`config.mk`:
```
export PLATFORM = sky130hd
export DESIGN_NAME = vtc_host_regs
export DESIGN_NICKNAME = d
export VERILOG_FILES = /design/src/rtl/vtc_regs_pkg.sv /design/src/rtl/vtc_host_decode.sv /design/src/rtl/vtc_reg_file.sv /design/src/rtl/vtc_status.sv /design/src/rtl/vtc_host_regs.sv
export SDC_FILE = /design/constraint.sdc
export NUM_CORES = 1
export LEC_CHECK = 0
export ABC_AREA = 0
export BUFFER_PORTS_ARGS = -buffer_cell sky130_fd_sc_hd__buf_2
export CAP_MARGIN = 25
export CELL_PAD_IN_SITES_DETAIL_PLACEMENT = 0
export CELL_PAD_IN_SITES_GLOBAL_PLACEMENT = 2
export CORE_MARGIN = 10
export CORE_UTILIZATION = 31
export CTS_CLUSTER_DIAMETER = 150
export DETAILED_ROUTE_END_ITERATION = 7
export PLACE_DENSITY = 0.86
export SLEW_MARGIN = 25
export SYNTH_ARGS = -nofsm -noshare
export SYNTH_HDL_FRONTEND = slang
export SYNTH_SLANG_ARGS = --single-unit
```
`constraint.sdc`:
```
create_clock -name clk -period 1.8 [get_ports clk]
set_clock_uncertainty 0.05 [all_clocks]
set_input_delay 0.36 -clock clk [delete_from_list [all_inputs] [get_ports clk]]
set_output_delay 0.36 -clock clk [all_outputs]
set_load 0.03 [all_outputs]
```
`src/rtl/vtc_regs_pkg.sv`:
```
package vtc_regs_pkg;

  typedef enum logic [1:0] {
    FN_INDEX  = 2'b00,
    FN_WRITE  = 2'b01,
    FN_STATUS = 2'b10,
    FN_READ   = 2'b11
  } host_fn_e;

  // Width trim applied when a value is stored into register n.
  function automatic logic [7:0] store_mask(input int unsigned n);
    case (n)
      4, 6, 7: store_mask = 8'h7F;
      5, 9:    store_mask = 8'h1F;
      12, 14:  store_mask = 8'h3F;
      default: store_mask = 8'hFF;
    endcase
  endfunction

endpackage

```
`src/rtl/vtc_host_decode.sv`:
```
module vtc_host_decode
  import vtc_regs_pkg::*;
(
  input  logic cs_n,
  input  logic rw,
  input  logic fsel,
  input  logic wr_stb,
  output logic idx_we,
  output logic reg_we,
  output logic stat_rd,
  output logic reg_rd
);

  host_fn_e fn;
  logic     sel;

  assign sel = ~cs_n;
  assign fn  = host_fn_e'({rw, fsel});

  always_comb begin
    idx_we  = 1'b0;
    reg_we  = 1'b0;
    stat_rd = 1'b0;
    reg_rd  = 1'b0;
    if (sel) begin
      case (fn)
        FN_INDEX:  idx_we  = wr_stb;
        FN_WRITE:  reg_we  = wr_stb;
        FN_STATUS: stat_rd = 1'b1;
        FN_READ:   reg_rd  = 1'b1;
        default:   ;
      endcase
    end
  end

  // Decoded functions are mutually exclusive (R11 path relies on this)
  always_comb begin
    p_decode_excl_r11: assert ($countones({idx_we, reg_we, stat_rd, reg_rd}) <= 1);
  end

endmodule

```
`src/rtl/vtc_reg_file.sv`:
```
module vtc_reg_file
  import vtc_regs_pkg::*;
#(
  parameter int unsigned DW    = 8,
  parameter int unsigned IDX_W = 5,
  parameter int unsigned NSTO  = 16
) (
  input  logic               clk,
  input  logic               rst_n,
  input  logic               idx_we,
  input  logic               reg_we,
  input  logic [DW-1:0]      wdata,
  output logic [IDX_W-1:0]   idx,
  output logic [NSTO*DW-1:0] cfg_flat
);

  logic [IDX_W-1:0] idx_q;

  always_ff @(posedge clk or negedge rst_n) begin
    if (!rst_n)      idx_q <= '0;
    else if (idx_we) idx_q <= wdata[IDX_W-1:0];
  end

  assign idx = idx_q;

  for (genvar g = 0; g < NSTO; g++) begin : g_reg
    localparam logic [DW-1:0] MASK = DW'(store_mask(g));
    logic [DW-1:0] val_q;

    always_ff @(posedge clk or negedge rst_n) begin
      if (!rst_n)                              val_q <= '0;
      else if (reg_we && idx_q == IDX_W'(g))   val_q <= wdata & MASK;
    end

    assign cfg_flat[g*DW +: DW] = val_q;

    // Trimmed bits never become set
    p_trim_r4: assert property (@(posedge clk) disable iff (!rst_n)
      (val_q & ~MASK) == '0);
  end

  p_idx_low_r2: assert property (@(posedge clk) disable iff (!rst_n)
    idx_we |=> idx == $past(wdata[IDX_W-1:0]));

  p_hold_r3: assert property (@(posedge clk) disable iff (!rst_n)
    !reg_we |=> $stable(cfg_flat));

endmodule

```
`src/rtl/vtc_status.sv`:
```
module vtc_status #(
  parameter int unsigned DW    = 8,
  parameter int unsigned VCC_W = 7
) (
  input  logic             clk,
  input  logic             rst_n,
  input  logic             lpen_stb,
  input  logic             lp_clr,
  input  logic [VCC_W-1:0] vcc,
  input  logic [VCC_W-1:0] vdisp,
  output logic [DW-1:0]    stat
);

  localparam int unsigned LP_BIT = 6;
  localparam int unsigned VB_BIT = 5;

  logic lp_q;
  logic vb_q;
  logic in_blank;

  assign in_blank = (vcc >= vdisp);

  always_ff @(posedge clk or negedge rst_n) begin
    if (!rst_n)        lp_q <= 1'b0;
    else if (lpen_stb) lp_q <= 1'b1;
    else if (lp_clr)   lp_q <= 1'b0;
  end

  always_ff @(posedge clk or negedge rst_n) begin
    if (!rst_n)                vb_q <= 1'b0;
    else if (in_blank)         vb_q <= 1'b1;
    else if (vcc == '0)        vb_q <= 1'b0;
  end

  always_comb begin
    stat         = '0;
    stat[LP_BIT] = lp_q;
    stat[VB_BIT] = vb_q;
  end

  p_lpen_set_r9: assert property (@(posedge clk) disable iff (!rst_n)
    lpen_stb |=> stat[LP_BIT]);

  p_lpen_clr_r9: assert property (@(posedge clk) disable iff (!rst_n)
    (lp_clr && !lpen_stb) |=> !stat[LP_BIT]);

  p_vb_set_r10: assert property (@(posedge clk) disable iff (!rst_n)
    (vcc >= vdisp) |=> stat[VB_BIT]);

  p_vb_clear_r10: assert property (@(posedge clk) disable iff (!rst_n)
    (vcc == '0 && vdisp != '0) |=> !stat[VB_BIT]);

endmodule

```
`src/rtl/vtc_host_regs.sv`:
```
module vtc_host_regs #(
  parameter int unsigned DW           = 8,
  parameter int unsigned IDX_W        = 5,
  parameter int unsigned MA_W         = 14,
  parameter int unsigned VCC_W        = 7,
  parameter bit          ALL_ONES_TOP = 1'b1
) (
  input  logic             clk,
  input  logic             rst_n,
  input  logic             cs_n,
  input  logic             rw,
  input  logic             fsel,
  input  logic             wr_stb,
  input  logic             rd_stb,
  input  logic [DW-1:0]    wdata,
  output logic [DW-1:0]    rdata,
  input  logic             lpen_stb,
  input  logic [MA_W-1:0]  lpen_addr,
  input  logic [VCC_W-1:0] vcc,
  output logic [16*DW-1:0] cfg
);

  localparam int unsigned NSTO    = 16;
  localparam int unsigned RD_LO   = 12;
  localparam int unsigned RD_HI   = 15;
  localparam int unsigned LP_HI   = 16;
  localparam int unsigned LP_LO   = 17;
  localparam int unsigned VDISP_I = 6;
  localparam int unsigned IDX_TOP = (1 << IDX_W) - 1;
  localparam int unsigned HI_PAD  = DW - (MA_W - DW);

  logic             idx_we, reg_we, stat_rd, reg_rd;
  logic [IDX_W-1:0] idx;
  logic [DW-1:0]    stat;
  logic             lp_clr;

  vtc_host_decode u_decode (
    .cs_n    (cs_n),
    .rw      (rw),
    .fsel    (fsel),
    .wr_stb  (wr_stb),
    .idx_we  (idx_we),
    .reg_we  (reg_we),
    .stat_rd (stat_rd),
    .reg_rd  (reg_rd)
  );

  vtc_reg_file #(.DW(DW), .IDX_W(IDX_W), .NSTO(NSTO)) u_regs (
    .clk      (clk),
    .rst_n    (rst_n),
    .idx_we   (idx_we),
    .reg_we   (reg_we),
    .wdata    (wdata),
    .idx      (idx),
    .cfg_flat (cfg)
  );

  assign lp_clr = reg_rd && rd_stb &&
                  (idx == IDX_W'(LP_HI) || idx == IDX_W'(LP_LO));

  vtc_status #(.DW(DW), .VCC_W(VCC_W)) u_status (
    .clk      (clk),
    .rst_n    (rst_n),
    .lpen_stb (lpen_stb),
    .lp_clr   (lp_clr),
    .vcc      (vcc),
    .vdisp    (cfg[VDISP_I*DW +: VCC_W]),
    .stat     (stat)
  );

  always_comb begin
    rdata = '0;
    if (stat_rd) begin
      rdata = stat;
    end else if (reg_rd) begin
      if (idx >= IDX_W'(RD_LO) && idx <= IDX_W'(RD_HI))
        rdata = cfg[int'(idx)*DW +: DW];
      else if (idx == IDX_W'(LP_HI))
        rdata = {{HI_PAD{1'b0}}, lpen_addr[MA_W-1:DW]};
      else if (idx == IDX_W'(LP_LO))
        rdata = lpen_addr[DW-1:0];
      else if (idx == IDX_W'(IDX_TOP))
        rdata = ALL_ONES_TOP ? '1 : '0;
    end
  end

  p_wo_zero_r5: assert property (@(posedge clk) disable iff (!rst_n)
    (!cs_n && rw && fsel && idx < IDX_W'(RD_LO)) |-> rdata == '0);

  p_idle_zero_r11: assert property (@(posedge clk) disable iff (!rst_n)
    (cs_n || !rw) |-> rdata == '0);

  p_status_spare_r10: assert property (@(posedge clk) disable iff (!rst_n)
    (!cs_n && rw && !fsel) |-> (rdata[7] == 1'b0 && rdata[4:0] == '0));

endmodule

```
[Word-level counts from Yosys, hierarchy flattened]
Index checks and enable logic that the tools add are counted.
Widths: inputs -> output; s select.
Word-level totals
  input port bits: 37
  bits in registers: 122
  output and inout port bits: 136
Cells by class
  shift operators: 1
  equal/unequal tests: 21
  muxes and demuxes: 18
  $lt $le $gt $ge: 3
  reductions and logical operators: 25
Operator list (count)
  $shiftx 128x9->8: 1
  $mux 8: 6
  $eq 5x4->1 const B: 8
  $eq 5x3->1 const B: 4
  $logic_and 1x1->1: 19
  $eq 5x5->1 const B: 3
  $mux 1: 12
  $eq 5x2->1 const B: 2
  $ge 7x7->1: 1
  $logic_not 7->1: 1
  $eq 5x1->1 const B: 1
  $ge 5x4->1 const B: 1
  $le 5x4->1 const B: 1
  $logic_not 5->1: 1
  $eq 2x2->1 const B: 2
  $reduce_bool 2->1: 2
  $eq 2x1->1 const B: 1
  $logic_not 2->1: 1
  $logic_or 1x1->1: 1

[Longest topological paths before layout]
  depth after elaboration: 7
  gate-level depth with buffers: 6

[By module]
From an unflattened synthesis, not the netlist that was laid out.
Unflattened totals
  cells, all modules: 388
  area, all modules: 5708.0 um2
By module, submodules not included
  vtc_reg_file: cells an instance 290, times used 1, area each 4805.9 um2, sequential area each 3002.9 um2
  vtc_host_regs: cells an instance 57, times used 1, area each 543.0 um2, sequential area each 0.0 um2
  vtc_status: cells an instance 37, times used 1, area each 314.1 um2, sequential area each 50.0 um2
  vtc_host_decode: cells an instance 4, times used 1, area each 45.0 um2, sequential area each 0.0 um2

[Worst setup path after synthesis]
Ideal clock, no wire load.
  path type: register to output
  from: reg u_regs.idx_q[3], in the netlist u_regs.idx[3]
  to: out rdata[5]
  stages on the path, launching flop included: 6
  data arrival time: 2.036 ns
  path slack: -0.646 ns
  path through: dfrtp_1 > buf_4 > nor3b_2 > and3_1 > a311oi_1 > o31ai_1
On the way
  word-level cells in the longest chain between the ends: 7
  elaborated cells on any way between the ends: 13
  those cells by class: order compare (2); eq/ne (3); shift (1); mux (6); reduce/logical (1)
RTL lines
  from (decl): line vtc_reg_file.sv:17  | logic [IDX_W-1:0] idx_q;
  from (signal assigned): line vtc_reg_file.sv:21  | else if (idx_we) idx_q <= wdata[IDX_W-1:0];
  branches (longest 4 deep; another with $shiftx 128x9->8)
  $mux 8 (*): line vtc_host_regs.sv:76  | if (idx >= IDX_W'(RD_LO) && idx <= IDX_W'(RD_HI))
  $mux 8 (*): line vtc_host_regs.sv:75  | end else if (reg_rd) begin
  $mux 8 (*): line vtc_host_regs.sv:73  | if (stat_rd) begin
  to (decl): line vtc_host_regs.sv:16  | output logic [DW-1:0] rdata,
Every way passes the cells marked *.

[Worst setup path after layout]
  from: reg u_regs.idx_q[2], in the netlist u_regs.idx[2]
  to: out rdata[2]
The elaborated chain is that of the path after synthesis.

==> impl_metrics.toml <==
[route]
viasPerCell = 4.81
dr_wl_met2_mm = 9.02
ant_nets = 0
top_layer_used = "met4"
dr_wl_met3_mm = 1.56
routed_wl_mm = 18.4
vias = 4130
drc = 0
wl_per_cell_um = 21.5
m1WireLength_mm = 7.66
first_pass_iters = 4
drtIter0Drc = 163

[floorplan]
ios = 173
die-height_um = 154
die_x_um = 154
rows = 48
die_area_um2 = 23700
initial_core_util_pct = 31.8
core_area_um2 = 17500

[synthesis]
synth_common_cells = "122 x dfrtp_1, 120 x mux2_2, 17 x buf_4, 10 x clkbuf_1, 10 x nor2_1"
syn_inst = 395
yosys-top-cells-area = "dfrtp_1 55%, mux2_2 24%, buf_4 2.3%, mux4_2 2.0%, ha_1 1.6%"
synth.most_common_cell = "dfrtp_1"
seq_area_frac_synth_pct = 54.9
post_synth_num_cell_types = 51
synth_edf_count = 0
ys_ff_latch = 122
yosys_warnings = 0
synth_top_area_share_pct = 54.9
synthArstFlopShare_pct = 100
yosysTopAreaCell = "dfrtp_1"
ys.flop_type = "dfrtp_1"
syn_area_um2 = 5570
avgSynthCellArea_um2 = 14.1

[setup_path]
cp_data_required_time_ns = 1.39
worstReg2RegStart = "u_regs.idx[1]"
cp-start-kind = "register"
crit_start = "u_regs.idx[2]"
worst_setup_path_end_kind = "primary output"
crit_arrival_ns = 2.18
crit_type = "register to primary output"
worstPathMaxFanout = 5

[timing]
rsz0062_at_grt = "yes"
layout_setup_ws_ns = -0.792
period_share_pct = 144
finalCriticalPeriod_ns = 2.59
setup_viol = 8
fmax_ghz = 0.386
slew_violations = 0
finalHoldViolations = 0

[placed_design]
place_congestion = 0.857
hpwl_mm = 13.8
place_ws_ns = -0.416
numPortBuffers = 159

[finish]
area_growth_pct = 42.5
diodes = 0
fillers = 1634
drive_gt1_share_pct = 67.1
fin_nets = 665

[grt]
grt_max_degree = 79
grt_pass1_wl_mm = 28.2
antenna_found_initial = 0
overflow = 0
first_global_vias = 4681
grt_use_total_pct = 15.4

[run_status]
outcome = "finished with violations"
violations = "setup timing"

[pwr]
power_density_nw_per_um2 = 1190
p_leak_nw = 4.30
p_total_mw = 9.40
vdd_ir_drop_max_v = 0.000666

[clock_network]
htreeDepth = 4
ctsLongestPathBuffers = 2
cts_inserted_buffers = 17
cts_tree = "built"
cts_root_buf = "clkbuf_16"
cts.sinks = 122
cts.clk_slew.worst_paths_ns = 0.06
clock_latency_ns = 0.40

[min_path]
min_from = "lpen_stb"
hold_path_class = "input pin to register"

[run]
cap_violations = 0
[path summary, 6_finish.rpt]
kind,endpoint,depth (start not counted),slack [ns]
worst max-delay path,rdata[2],5,-0.79
worst min-delay path,u_status.lp_q,2,0.10
worst max register to register,u_regs.g_reg[11].val_q[4],7,0.03
worst min register to register,u_status.lp_q,1,0.44
max in group asynchronous,u_regs.g_reg[1].val_q[3],3,0.75
min in group asynchronous,u_regs.g_reg[11].val_q[1],2,0.27
[sequential cells by signal, summed over array words and instances (netlist names)]
name            cells
u_regs.g.val_q    115
u_regs.idx          5
u_status.lp_q       1
u_status.vb_q       1
[metrics by stage]
step	TNS, ns	util [%]	hold WS [ns]	cell area, um^2	instances
3_5_place_dp	-9.71	40.5	0.154	7070	818
3_3_place_gp	-7.03	40.5	0.149	7070	818
6_report	-5.67	45.4	0.100	7930	858
5_1_grt	-6.66	45.4	0.0994	7930	858
2_1_floorplan	-1.34	-	0.0144	5710	407
4_1_cts	-5.92	44.6	0.0820	7790	851
[layer usage]
layer	track usage [%]	vias to the layer above
li1	-	1880
met1	17.9	2105
met2	25.3	131
met3	6.72	14
met4	3.87	0
met5	0	-
[worst max-delay path, cell delays in order, from the launching register on]
cell and delay [ns]:
dfrtp_2 0.43, nor2b_4 0.16, a221o_1 0.32, mux4_2 0.52, o21a_4 0.22, buf_6 0.13
[power breakdown]
part / switching (mW) / internal [mW] / total (mW)
registers: 0.219 / 3.09 / 3.31
logic: 1.54 / 0.974 / 2.52
clock network: 1.20 / 2.38 / 3.58
[cell families after synthesis]
logic type	after synthesis	share of synthesized area [%]
other	1	0.0674
flip-flops	122	54.9
AND/OR/NAND/NOR	60	7.80
multiplexers	127	26.7
adder cells (fa/ha/maj)	7	1.57
AO/OA/AOI/OAI	40	5.22
buffers and inverters	38	3.80
[cell usage in the layout (no fill, tap or decap), types with 2 or more instances in the layout]
cell type / instances
buf_4: 62
nand2_4: 4
clkbuf_8: 2
nor2_1: 9
inv_1: 7
bufinv_16: 4
dfrtp_2: 2
nor3b_4: 2
and3_1: 2
buf_2: 151
buf_6: 8
clkbuf_16: 17
nor2_4: 2
a221o_1: 4
clkinv_2: 3
a21oi_1: 4
nor2b_4: 2
a21o_1: 4
dfrtp_1: 120
a31oi_1: 5
o22ai_1: 4
o21a_4: 4
nor3b_2: 3
ha_1: 7
o21ai_0: 3
buf_12: 4
mux2_2: 120
nand2_2: 7
mux4_2: 5
nand3b_4: 2
nand2b_1: 2
nor3_4: 3
nand2_1: 5
clkinv_4: 2
conb_1: 13
[cell type report]
type | instances | area (um^2) | share of cell area [%]
Sequential cell | 122 | 3060 | 38.5
Multi-Input combinational cell | 247 | 2540 | 32.0
Timing Repair Buffer | 226 | 1400 | 17.7
Clock buffer | 20 | 457 | 5.76
Tap cell | 225 | 282 | 3.55
Clock inverter | 11 | 169 | 2.13
Inverter | 7 | 26.3 | 0.331
[timing repair]
action	CTS	global route
hold endpoints to repair	8	0
hold buffers	1	0
resized for setup	23	17
endpoints found under the setup margin	44	55
buffers inserted	1	7
pin swaps	7	2
Power figures use the tool's default switching activity.
